### config.mk
export PLATFORM = sky130hd
export DESIGN_NAME = irqc_top
export DESIGN_NICKNAME = d
export VERILOG_FILES = /design/src/rtl/irqc_pkg.sv /design/src/rtl/irqc_sense.sv /design/src/rtl/irqc_ctrl_regs.sv /design/src/rtl/irqc_prio.sv /design/src/rtl/irqc_top.sv
export SDC_FILE = /design/constraint.sdc
export NUM_CORES = 1
export LEC_CHECK = 0
export ABC_CLOCK_PERIOD_IN_PS = 2450
export BUFFER_PORTS_ARGS = -buffer_cell sky130_fd_sc_hd__buf_2
export CAP_MARGIN = 40
export CORE_ASPECT_RATIO = 1.1
export CORE_MARGIN = 3
export CORE_UTILIZATION = 40
export CTS_CLUSTER_SIZE = 10
export DETAILED_ROUTE_END_ITERATION = 8
export GPL_ROUTABILITY_DRIVEN = 0
export PLACE_DENSITY = 0.74
export SETUP_SLACK_MARGIN = 0.1
export SYNTH_ARGS = -nofsm -noshare
export SYNTH_HDL_FRONTEND = slang
export SYNTH_SLANG_ARGS = --single-unit
### constraint.sdc
create_clock -name clk -period 2.45 [get_ports clk]
set_clock_uncertainty 0.1 [all_clocks]
set_input_delay 0.49 -clock clk [delete_from_list [all_inputs] [get_ports clk]]
set_output_delay 0.49 -clock clk [all_outputs]
set_load 0.02 [all_outputs]
### src/rtl/irqc_pkg.sv
package irqc_pkg;
  localparam int NSRC    = 5;
  localparam int SRC_W   = $clog2(NSRC);
  localparam int VEC_W   = 16;
  localparam int DATA_W  = 8;
  localparam int MASK_N  = 3;

  typedef enum logic [SRC_W-1:0] {
    SRC_NMI  = 3'd0,
    SRC_EDGE = 3'd1,
    SRC_LVLA = 3'd2,
    SRC_LVLB = 3'd3,
    SRC_GEN  = 3'd4
  } src_e;

  localparam logic [VEC_W-1:0] VEC_NMI  = 16'h0024;
  localparam logic [VEC_W-1:0] VEC_EDGE = 16'h003C;
  localparam logic [VEC_W-1:0] VEC_LVLA = 16'h0034;
  localparam logic [VEC_W-1:0] VEC_LVLB = 16'h002C;

  function automatic logic [VEC_W-1:0] vec_of(src_e s);
    case (s)
      SRC_NMI:  return VEC_NMI;
      SRC_EDGE: return VEC_EDGE;
      SRC_LVLA: return VEC_LVLA;
      SRC_LVLB: return VEC_LVLB;
      default:  return '0;
    endcase
  endfunction
endpackage

### src/rtl/irqc_sense.sv
// Input conditioning for the two edge-qualified sources.
module irqc_sense (
  input  logic clk,
  input  logic rst_n,
  input  logic req_nmi,
  input  logic req_edge,
  input  logic clr_nmi,
  input  logic clr_edge,
  output logic nmi_arm,
  output logic edge_pend
);
  logic nmi_q, edge_q;
  logic nmi_rise, edge_rise;

  assign nmi_rise  = req_nmi  & ~nmi_q;
  assign edge_rise = req_edge & ~edge_q;

  always_ff @(posedge clk) begin
    if (!rst_n) begin
      nmi_q     <= 1'b0;
      edge_q    <= 1'b0;
      nmi_arm   <= 1'b0;
      edge_pend <= 1'b0;
    end else begin
      nmi_q     <= req_nmi;
      edge_q    <= req_edge;
      // armed by a rise, dropped when the line falls or on acceptance
      nmi_arm   <= nmi_rise | (nmi_arm & req_nmi & ~clr_nmi);
      // a fresh rise beats a clear in the same cycle
      edge_pend <= edge_rise | (edge_pend & ~clr_edge);
    end
  end
endmodule

### src/rtl/irqc_ctrl_regs.sv
// Global enable flip-flop and per-source masks.
module irqc_ctrl_regs
  import irqc_pkg::*;
#(
  parameter int DW = DATA_W,
  parameter int MN = MASK_N
) (
  input  logic          clk,
  input  logic          rst_n,
  input  logic          ien_set,
  input  logic          ien_clr,
  input  logic          accept,
  input  logic          mask_wr,
  input  logic [DW-1:0] mask_data,
  output logic          ien,
  output logic [MN-1:0] mask,
  output logic          edge_clr_cmd
);
  localparam int LOAD_BIT = MN;
  localparam int CLR_BIT  = MN + 1;

  assign edge_clr_cmd = mask_wr & mask_data[CLR_BIT];

  always_ff @(posedge clk) begin
    if (!rst_n) begin
      ien  <= 1'b0;
      mask <= '1;
    end else begin
      if (accept)       ien <= 1'b0;
      else if (ien_clr) ien <= 1'b0;
      else if (ien_set) ien <= 1'b1;
      if (mask_wr && mask_data[LOAD_BIT]) mask <= mask_data[MN-1:0];
    end
  end
endmodule

### src/rtl/irqc_prio.sv
// Fixed priority pick: lowest index wins.
module irqc_prio #(
  parameter int N  = 5,
  parameter int IW = $clog2(N)
) (
  input  logic [N-1:0]  elig,
  output logic          any,
  output logic [IW-1:0] idx
);
  always_comb begin
    any = |elig;
    idx = '0;
    for (int i = N - 1; i >= 0; i--) begin
      if (elig[i]) idx = IW'(i);
    end
  end
endmodule

### src/rtl/irqc_top.sv
module irqc_top
  import irqc_pkg::*;
(
  input  logic              clk,
  input  logic              rst_n,
  input  logic              req_nmi_i,
  input  logic              req_edge_i,
  input  logic              req_lvl_a_i,
  input  logic              req_lvl_b_i,
  input  logic              req_gen_i,
  input  logic              boundary_i,
  input  logic              ien_set_i,
  input  logic              ien_clr_i,
  input  logic              mask_wr_i,
  input  logic [DATA_W-1:0] mask_data_i,
  output logic [DATA_W-1:0] status_o,
  output logic              take_o,
  output logic [SRC_W-1:0]  src_o,
  output logic [VEC_W-1:0]  vec_o,
  output logic              gen_ack_o
);
  logic              nmi_arm, edge_pend, ien, edge_clr_cmd;
  logic [MASK_N-1:0] mask;
  logic [NSRC-1:0]   elig;
  logic              any;
  logic [SRC_W-1:0]  win_idx;
  src_e              win;
  logic              accept;

  assign win    = src_e'(win_idx);
  assign accept = boundary_i & any;

  irqc_sense u_sense (
    .clk       (clk),
    .rst_n     (rst_n),
    .req_nmi   (req_nmi_i),
    .req_edge  (req_edge_i),
    .clr_nmi   (accept && win == SRC_NMI),
    .clr_edge  ((accept && win == SRC_EDGE) || edge_clr_cmd),
    .nmi_arm   (nmi_arm),
    .edge_pend (edge_pend)
  );

  irqc_ctrl_regs #(.DW(DATA_W), .MN(MASK_N)) u_regs (
    .clk          (clk),
    .rst_n        (rst_n),
    .ien_set      (ien_set_i),
    .ien_clr      (ien_clr_i),
    .accept       (accept),
    .mask_wr      (mask_wr_i),
    .mask_data    (mask_data_i),
    .ien          (ien),
    .mask         (mask),
    .edge_clr_cmd (edge_clr_cmd)
  );

  always_comb begin
    elig           = '0;
    elig[SRC_NMI]  = nmi_arm & req_nmi_i;
    elig[SRC_EDGE] = edge_pend   & ~mask[2] & ien;
    elig[SRC_LVLA] = req_lvl_a_i & ~mask[1] & ien;
    elig[SRC_LVLB] = req_lvl_b_i & ~mask[0] & ien;
    elig[SRC_GEN]  = req_gen_i & ien;
  end

  irqc_prio #(.N(NSRC), .IW(SRC_W)) u_prio (
    .elig (elig),
    .any  (any),
    .idx  (win_idx)
  );

  always_ff @(posedge clk) begin
    if (!rst_n) begin
      take_o    <= 1'b0;
      src_o     <= '0;
      vec_o     <= '0;
      gen_ack_o <= 1'b0;
    end else begin
      take_o    <= accept;
      gen_ack_o <= accept && win == SRC_GEN;
      if (accept) begin
        src_o <= win_idx;
        vec_o <= vec_of(win);
      end
    end
  end

  assign status_o = {1'b0, edge_pend, req_lvl_a_i, req_lvl_b_i, ien, mask};
endmodule

# Word level (Yosys, flattened, before mapping)
# Cells that the tools add are included.
# Widths: inputs -> output; s select.
[totals] ram_bits=0 romBits=0 ff_bits=29 n_memories=0 word_cells=52 latchBits=0
[classes] n_addsub=0 shift=0 order_cmp=0 n_reduce_logical=8 n_mul=0 mux=6 n_div=0 eq_ne=4 n_bitwise=24
[op_table] cell="$pmux 6 s4" count=1
[op_table] cell="$mux 3" count=5
[op_table] cell="$and 1x1->1" count=14
[op_table] cell="$not 1->1" count=8
[op_table] cell="$eq 3x2->1 const B" count=2
[op_table] cell="$reduce_or 5->1" count=1
[op_table] cell="$logic_and 1x1->1" count=4
[op_table] cell="$eq 3x1->1 const B" count=1
[op_table] cell="$eq 3x3->1 const B" count=1
[op_table] cell="$logic_not 3->1" count=1
[op_table] cell="$reduce_or 3->1" count=1
[op_table] cell="$or 1x1->1" count=2
[op_table] cell="$logic_or 1x1->1" count=1

# Depth between registers and ports, before layout
# Gate-level depths: netlist of run 1.
[logic_depth] depth_word=13 mapped_depth=4 ltp_nobuf=4

# Modules after synthesis
# Synthesis of run 1 repeated with hierarchy kept, for this count alone.
[hier_totals] hier_cells=98 hier_area_um2=873.3
[by_module_without_submodules] module="irqc_top" area_per_inst_um2=535.5 cells_per_inst=62 seq_area_each_um2=160.2 n_inst=1
[by_module_without_submodules] module="irqc_ctrl_regs" area_per_inst_um2=156.4 cells_per_inst=17 seq_area_each_um2=80.1 n_inst=1
[by_module_without_submodules] module="irqc_sense" area_per_inst_um2=132.6 cells_per_inst=11 seq_area_each_um2=80.1 n_inst=1
[by_module_without_submodules] module="irqc_prio" area_per_inst_um2=48.8 cells_per_inst=8 seq_area_each_um2=0.0 n_inst=1

# Worst setup path after synthesis of run 1
# No wires, ideal clock.
[synth_timing] path_kind="in2reg" from="in req_lvl_b_i" to="reg u_sense.edge_pend" path_stages=4 arrival_time_ns=1.194 t_required_ns=2.234 n_path_buf=0 setup_time_ns=0.116 path_slack_ns=1.039 path_cell_list="nor2b_1 > a21bo_2 > o211ai_1 > a41o_1"
[synth_via] elab_chain_cells=12 elab_cells_between_ends=14 classes_between="eq/ne: 1; mux: 4; bitwise: 6; reduce/logical: 3"
[synth_lines] item="from (decl)" line="irqc_top.sv:9" rtl="input logic req_lvl_b_i,"
[synth_lines] item="$and 1x1->1 * (2 in a row)" line="irqc_top.sv:62" rtl="elig[SRC_LVLB] = req_lvl_b_i & ~mask[0] & ien;"
[synth_lines] item="$mux 3 (4 in a row)" line="irqc_prio.sv:14" rtl="if (elig[i]) idx = IW'(i);"
[synth_lines] item="$eq 3x1->1" line="irqc_top.sv:39" rtl=".clr_edge ((accept && win == SRC_EDGE) || edge_clr_cmd),"
[synth_lines] item="$logic_and 1x1->1 *" line="irqc_top.sv:39"
[synth_lines] item="$logic_or 1x1->1 *" line="irqc_top.sv:39"
[synth_lines] item="$not 1->1 *" line="irqc_sense.sv:30" rtl="edge_pend <= edge_rise | (edge_pend & ~clr_edge);"
[synth_lines] item="$and 1x1->1 *" line="irqc_sense.sv:30"
[synth_lines] item="$or 1x1->1 *" line="irqc_sense.sv:30"
[synth_lines] item="to (signal assigned)" line="irqc_sense.sv:30"
[synth_lines] item="to (decl)" line="irqc_sense.sv:10" rtl="output logic edge_pend"
# Mark *: on every way between the ends. The rest lies on a longest branch, timed or not.
# A chain may end at the register's enable or synchronous reset.

# Worst setup path after layout of run 1
[layout_timing] from="reg u_regs.ien" to="out status_o[3]"
[layout_rtl] item="from (decl)" line="irqc_ctrl_regs.sv:15" rtl="output logic ien,"
[layout_rtl] item="from (signal assigned)" line="irqc_ctrl_regs.sv:26" rtl="ien <= 1'b0;"
[layout_rtl] item="from (signal assigned)" line="irqc_ctrl_regs.sv:29" rtl="if (accept) ien <= 1'b0;"
[layout_rtl] item="from (signal assigned)" line="irqc_ctrl_regs.sv:30" rtl="else if (ien_clr) ien <= 1'b0;"
[layout_rtl] item="to (decl)" line="irqc_top.sv:16" rtl="output logic [DATA_W-1:0] status_o,"
# No word-level cell between the ends.

==> results of run 1 <==
[area by class of cell]
class | instances | area share
tap | 27 | 0.03614
multi-input combinational | 70 | 0.4230
timing repair buffer | 31 | 0.1660
clock buffer | 3 | 0.02410
inverter | 2 | 0.008032
sequential | 16 | 0.3427
[cell families after synthesis]
| logic type | Yosys count | share of synthesized area |
|---|---|---|
| flip-flops | 16 | 0.3891 |
| AO/OA/AOI/OAI | 17 | 0.1717 |
| buffers and inverters | 22 | 0.1854 |
| other | 1 | 0.004555 |
| AND/OR/NAND/NOR | 40 | 0.2492 |
[cell usage after synthesis, drive strengths merged]
cell type  instances
a21oi              5
dfxtp             16
nand4              2
conb               1
and2               2
inv                2
a221oi             1
nor2               3
o31ai              1
nand3b             1
nand2             13
nor2b              3
nor3               1
a31o               1
o21ai              3
o211ai             3
and3               1
a21bo              1
buf               20
nand3             12
nand2b             2
a21boi             1
a41o               1
[per-stage QoR]
stage / cell area (µm²) / instances / hold WS (ns) / worst slack, ns
2_1_floorplan: 868.3 / 108 / 0.2931 / 1.039
3_3_place_gp: 912.1 / 146 / 0.3004 / 0.8643
3_5_place_dp: 912.1 / 146 / 0.3208 / 0.8584
4_1_cts: 934.6 / 149 / 0.3328 / 0.8539
5_1_grt: 934.6 / 149 / 0.3446 / 0.8131
6_report: 934.6 / 149 / 0.3249 / 0.8698
[power groups by stage]
stage	Sequential (mW)	Clock (mW)	Combinational (mW)
6_report	0.280	0.128	0.0938
5_1_grt	0.282	0.147	0.102
4_1_cts	0.280	0.134	0.0936
3_5_place_dp	0.286	0	0.0934
3_3_place_gp	0.286	0	0.0915
2_1_floorplan	0.292	0	0.0784
[flip-flops by register name, indices dropped and copies added (netlist names)]
name / flops
u_sense.nmi_q: 1
u_regs.mask: 3
u_sense.edge_q: 1
gen_ack_o: 1
u_sense.nmi_arm: 1
src_o: 3
u_regs.ien: 1
u_sense.edge_pend: 1
vec_o: 3
take_o: 1
[how the worst max path moves through the flow]
stage / from / to / slack, ns / cells after the start
3_3_place_gp: req_lvl_a_i / u_sense.edge_pend$_SDFF_PN0_ / 0.86 / 5
4_1_cts: u_regs.ien$_SDFFE_PP0P_ / status_o[3] / 0.85 / 1
6_report: u_regs.ien$_SDFFE_PP0P_ / status_o[3] / 0.87 / 1
2_1_floorplan: req_lvl_b_i / u_sense.edge_pend$_SDFF_PN0_ / 1.04 / 4
5_1_grt: u_regs.ien$_SDFFE_PP0P_ / status_o[3] / 0.81 / 1
3_5_place_dp: req_lvl_a_i / vec_o[2]$_SDFFE_PN0P_ / 0.86 / 5
[metal layers]
metal | track usage | share of wire | up-vias
met2 | 0.2210 | 0.49 | 40
met4 | 0.04265 | 0.0025 | 0
met3 | 0.04709 | 0.10 | 2
met1 | 0.1455 | 0.40 | 333
li1 | - | - | 350
met5 | 0 | 0 | -
==> metrics.md, run 1 <==
| Metric | Value |
|---|---|
| Core area | `1862 µm²` |
| Crit share post-route | `0.6450` |
| Die Width | `49.26 µm` |
| Input/output buffers | `31` |
| Total CTS buffers | `3` |
| CTS sink count | `16` |
| Synthesis-to-layout area growth | `13.53%` |
| Final Routed Wirelength | `about 1600 µm` |
| Combinational Power Share | `0.187` |
| Hold path depth | `1` |
| Commonest non-fill, non-tap cell in the layout | `buf_2` |
| Starting Density | `0.4422` |
| Placed wire-length estimate | `1317 µm` |
| Post-Syn Area | `823.3 µm²` |
| Multi-input logic area | `about 400 µm²` |
| Worst Path Max Fanout | `6` |
| Setup bufs post-CTS | `0` |
| CTS H-Tree Depth | `1` |
| Cell taking the most area after synthesis | `dfxtp_1` |
| Worst R2R Start | `u_regs.ien$_SDFFE_PP0P_` |
| Register-to-Register Path Depth | `4` |
| Synth top area share | `0.3891` |
| Critical Path Slowest Stage Cell | `dfxtp_1` |
| Distinct cells, synth | `29` |
| Synth area leaders | `dfxtp_1 (39%), buf_4 (16%), nand3_1 (6.7%), nand2_1 (5.9%), a21oi_1 (2.4%)` |
| Crit path buf inv count | `1` |
| # fillers | `185` |
| Clock root buffer | `clkbuf_4` |
| Reg clk slew, reported paths | `0.08 ns` |
| Number of global-route vias before repair | `637` |
| Setup TNS | `0 ns` |
| Tmin final | `1.580 ns` |
| Internal Power | `0.3584 mW` |
| Die footprint | `2639 µm²` |
| TritonCTS clock tree | `done` |
| Max Clk Rate | `0.6328 GHz` |
| Count of final hold-check violations | `0` |
| CTS Hold Buffers Added | `0` |
| CP peak stage delay | `0.49 ns` |
| Largest net degree at the start of global routing | `19` |
| # DRC | `0` |
| 1st-iter DRT viols | `13` |
| GRT Overall Usage | `0.1272` |
| Pins Over Slew Limit | `0` |
| First-pass GRT wire length | `~2600 µm` |
| CTS resizes | `0` |
| Lkg Pwr | `between 0.4 and 0.5 nW` |
| # diodes | `0` |
| First-pass DRT Iterations | `4` |
| Final ANT Viol Nets | `0` |
| Die H | `53.58 µm` |
| Bufs on Longest Clock Path | `2` |
| Drt wl/cell | `~11 µm` |
| Warnings from Yosys | `0` |
| Switch share | `0.2860` |
| Worst-Skew Late Latency | `0.27 ns` |
| Register area | `320.3 µm²` |
| Ports | `48` |
| R2R Setup Slk | `1.10 ns` |
| Sequential share of power | `0.558` |
| Critical path arrival | `0.99 ns` |
| Via count | `725` |
| Critical-path cell list | `buf_2` |
| Via density | `4.866` |
| Register bit total from synthesis | `16` |
| Post-layout util | `0.5020` |
| Status | `completed` |
| GRT overflow | `0` |
| Clock power share | `0.256` |
| Total power draw | `0.5020 mW` |
| Hold endpoint | `u_sense.nmi_arm$_SDFF_PN0_` |
| Final count of negative-setup-slack endpoints | `0` |
| Hold Path Class | `register to register` |
| Share of layout cells above drive strength 1 | `0.3443` |
| Rows | `16` |
| Pwr/cell area | `about 540 nW/µm²` |
| Final nets | `approximately 140` |
| RSZ-0062 raised after global routing | `false` |
| Worst Hold Launch | `u_sense.nmi_q$_SDFF_PN0_` |
| Worst EP required | `1.86 ns` |
| Syn avg cell area | `8.576 µm²` |
| Synth Instances | `96` |
| P_sw | `0.1436 mW` |
| Crit Path Class | `register to primary output` |
| Initial antenna violation count | `0` |
| VDD IR max | `roughly 0.30 mV` |
| CP endpoint kind | `primary output` |
| Sequential fraction of the synthesis area | `0.3891` |
| Most frequent cells in the layout | `buf_2 (31), dfxtp_1 (16), nand2_1 (13), conb_1 (13), nand3_1 (11)` |
| Worst Setup Start Kind | `register` |
| Max-cap violation count | `0` |
| R2r endpoint | `u_sense.edge_pend$_SDFF_PN0_` |
| Delay-heaviest family, CP | `flip-flops` |
No activity file was read; power rests on OpenSTA's default activity.
==> run 2: changes to the inputs <==
- ABC_CLOCK_PERIOD_IN_PS: 2450 -> 1650
- clock period: 2.45 -> 1.65 ns (I/O delays scaled with it)
==> run 2 against run 1 <==
  * Register-to-register slack worse by 0.78 ns
  * Non-clock buffer count unchanged
  * Cell count is the same
  * Die area is the same
  * Largest power group unchanged
  * Highest routed layer unchanged
==> metrics.md, run 2 (same netlist as run 1, synthesis figures left out) <==
| Metric | Value |
|---|---|
| Top Registers | `src_o: 3 flops, u_regs.mask: 3 flops, vec_o: 3 flops` |
| Drt wl/cell | `10.83 µm` |
| CTS H-Tree Depth | `1` |
| Placed wire-length estimate | `1286 µm` |
| Die footprint | `about 2600 µm²` |
| RSZ-0062 raised after global routing | `false` |
| Number of global-route vias before repair | `639` |
| TritonCTS clock tree | `done` |
| Crit Path Class | `register to primary output` |
| Bufs on Longest Clock Path | `2` |
| Lkg Pwr | `0.4756 nW` |
| Switch share | `0.2933` |
| Final Routed Wirelength | `1613 µm` |
| Rows | `16` |
| R2r endpoint | `u_sense.edge_pend$_SDFF_PN0_` |
| Worst Setup Start Kind | `register` |
| # DRC | `0` |
| Register-to-Register Path Depth | `4` |
| Core area | `1862 µm²` |
| Status | `completed` |
| Setup WS post-layout | `0.2310 ns` |
| Hold endpoint | `u_sense.edge_q$_SDFF_PN0_` |
| Count of final hold-check violations | `0` |
| Pins Over Slew Limit | `0` |
| GRT overflow | `0` |
| Final count of negative-setup-slack endpoints | `0` |
| Final nets | `~140` |
| Sequential share of power | `0.551` |
| P_sw | `0.2210 mW` |
| CTS Hold Buffers Added | `0` |
| CP endpoint kind | `primary output` |
| Share of layout cells above drive strength 1 | `0.3443` |
| Critical path arrival | `0.99 ns` |
| GRT Overall Usage | `0.1321` |
| Worst Hold Launch | `req_edge_i` |
| # fillers | `192` |
| Critical Path Source | `u_regs.ien$_SDFFE_PP0P_` |
| Worst-Skew Late Latency | `0.28 ns` |
| Max Clk Rate | `between 0.7 and 0.8 GHz` |
| Tmin final | `1.419 ns` |
| Largest net degree at the start of global routing | `19` |
| CTS resizes | `0` |
| Input/output buffers | `31` |
| Total CTS buffers | `3` |
| Via density | `4.772` |
| Clock power share | `0.264` |
| Setup TNS | `0 ns` |
| # diodes | `0` |
| Commonest non-fill, non-tap cell in the layout | `buf_2` |
| Worst Path Max Fanout | `6` |
| Crit path buf inv count | `1` |
| Critical Path Slowest Stage Cell | `dfxtp_1` |
| Setup bufs post-CTS | `0` |
| Die Width | `roughly 49 µm` |
| Dpl ws | `0.2207 ns` |
| Crit share post-route | `0.8600` |
| Most frequent cells in the layout | `buf_2 (31), dfxtp_1 (16), nand2_1 (13), conb_1 (13), nand3_1 (11)` |
| CTS sink count | `16` |
| Reg clk slew, reported paths | `0.08 ns` |
| Internal Power | `0.5324 mW` |
| Clock root buffer | `clkbuf_4` |
| Max-cap violation count | `0` |
| Die H | `roughly 54 µm` |
| First-pass GRT wire length | `2642 µm` |
| Delay-heaviest family, CP | `flip-flops` |
| Pwr/cell area | `806.1 nW/µm²` |
| Starting Density | `0.4422` |
| CP peak stage delay | `0.48 ns` |
| Via count | `between 700 and 800` |
| VDD IR max | `about 0.55 mV` |
| Worst R2R Start | `u_regs.ien$_SDFFE_PP0P_` |
| Synthesis-to-layout area growth | `13.53%` |
| Initial antenna violation count | `0` |
| Hold path depth | `2` |
| R2R Setup Slk | `approximately 0.32 ns` |
| First-pass DRT Iterations | `4` |
| Combinational Power Share | `0.184` |
| 1st-iter DRT viols | `8` |
| Worst EP required | `1.22 ns` |
| Critical-path cell list | `buf_2` |
| Ports | `48` |
| Final ANT Viol Nets | `0` |
| Hold Path Class | `input pin to register` |
[run 2: cell counts in the layout (fill, tap and decap cells not counted)]
No cell type changed its count.
[run 2: layout make-up]
cell class | instances | area, µm² | area share
clock buffers | 3 | 22.52 | 0.02410
inverters | 2 | 7.507 | 0.008032
multi-input cells | 70 | 395.4 | 0.4230
flip-flops and latches | 16 | 320.3 | 0.3427
well taps | 27 | 33.78 | 0.03614
repair buffers | 31 | 155.1 | 0.1660
[run 2: per-layer routing]
metal  global-route usage  share of wire  vias to the layer above
li1                     -              -                      356
met5                    0              0                        -
met2               0.2344           0.46                       31
met1               0.1458           0.44                      322
met4              0.05687          0.012                        0
met3              0.04432          0.086                        2
[run 2: how the worst max path moves through the flow]
stage	endpoint	depth (start not counted)
floorplan	u_sense.edge_pend$_SDFF_PN0_	4
global placement	u_sense.edge_pend$_SDFF_PN0_	5
detailed placement	vec_o[2]$_SDFFE_PN0P_	5
CTS	status_o[3]	1
global route	status_o[3]	1
finish	status_o[3]	1
[run 2: power groups by stage]
stage	sequential (mW)	clock [mW]	combinational, mW
3_5_place_dp	0.425	0	0.138
3_3_place_gp	0.424	0	0.136
2_1_floorplan	0.433	0	0.116
5_1_grt	0.419	0.219	0.152
6_report	0.415	0.199	0.139
4_1_cts	0.416	0.204	0.138
[run 2: through the flow]
stage / instance area (µm²) / power, mW / hold slack, ns / utilization / instances
floorplan: 868.3 / 0.5498 / 0.2931 / - / 108
global route: 934.6 / 0.7894 / 0.1777 / 0.5020 / 149
finish: 934.6 / 0.7534 / 0.1718 / 0.5020 / 149
detailed placement: 912.1 / 0.5630 / 0.3149 / 0.4899 / 146
CTS: 934.6 / 0.7585 / 0.1649 / 0.5020 / 149
global placement: 912.1 / 0.5599 / 0.3004 / 0.4899 / 146
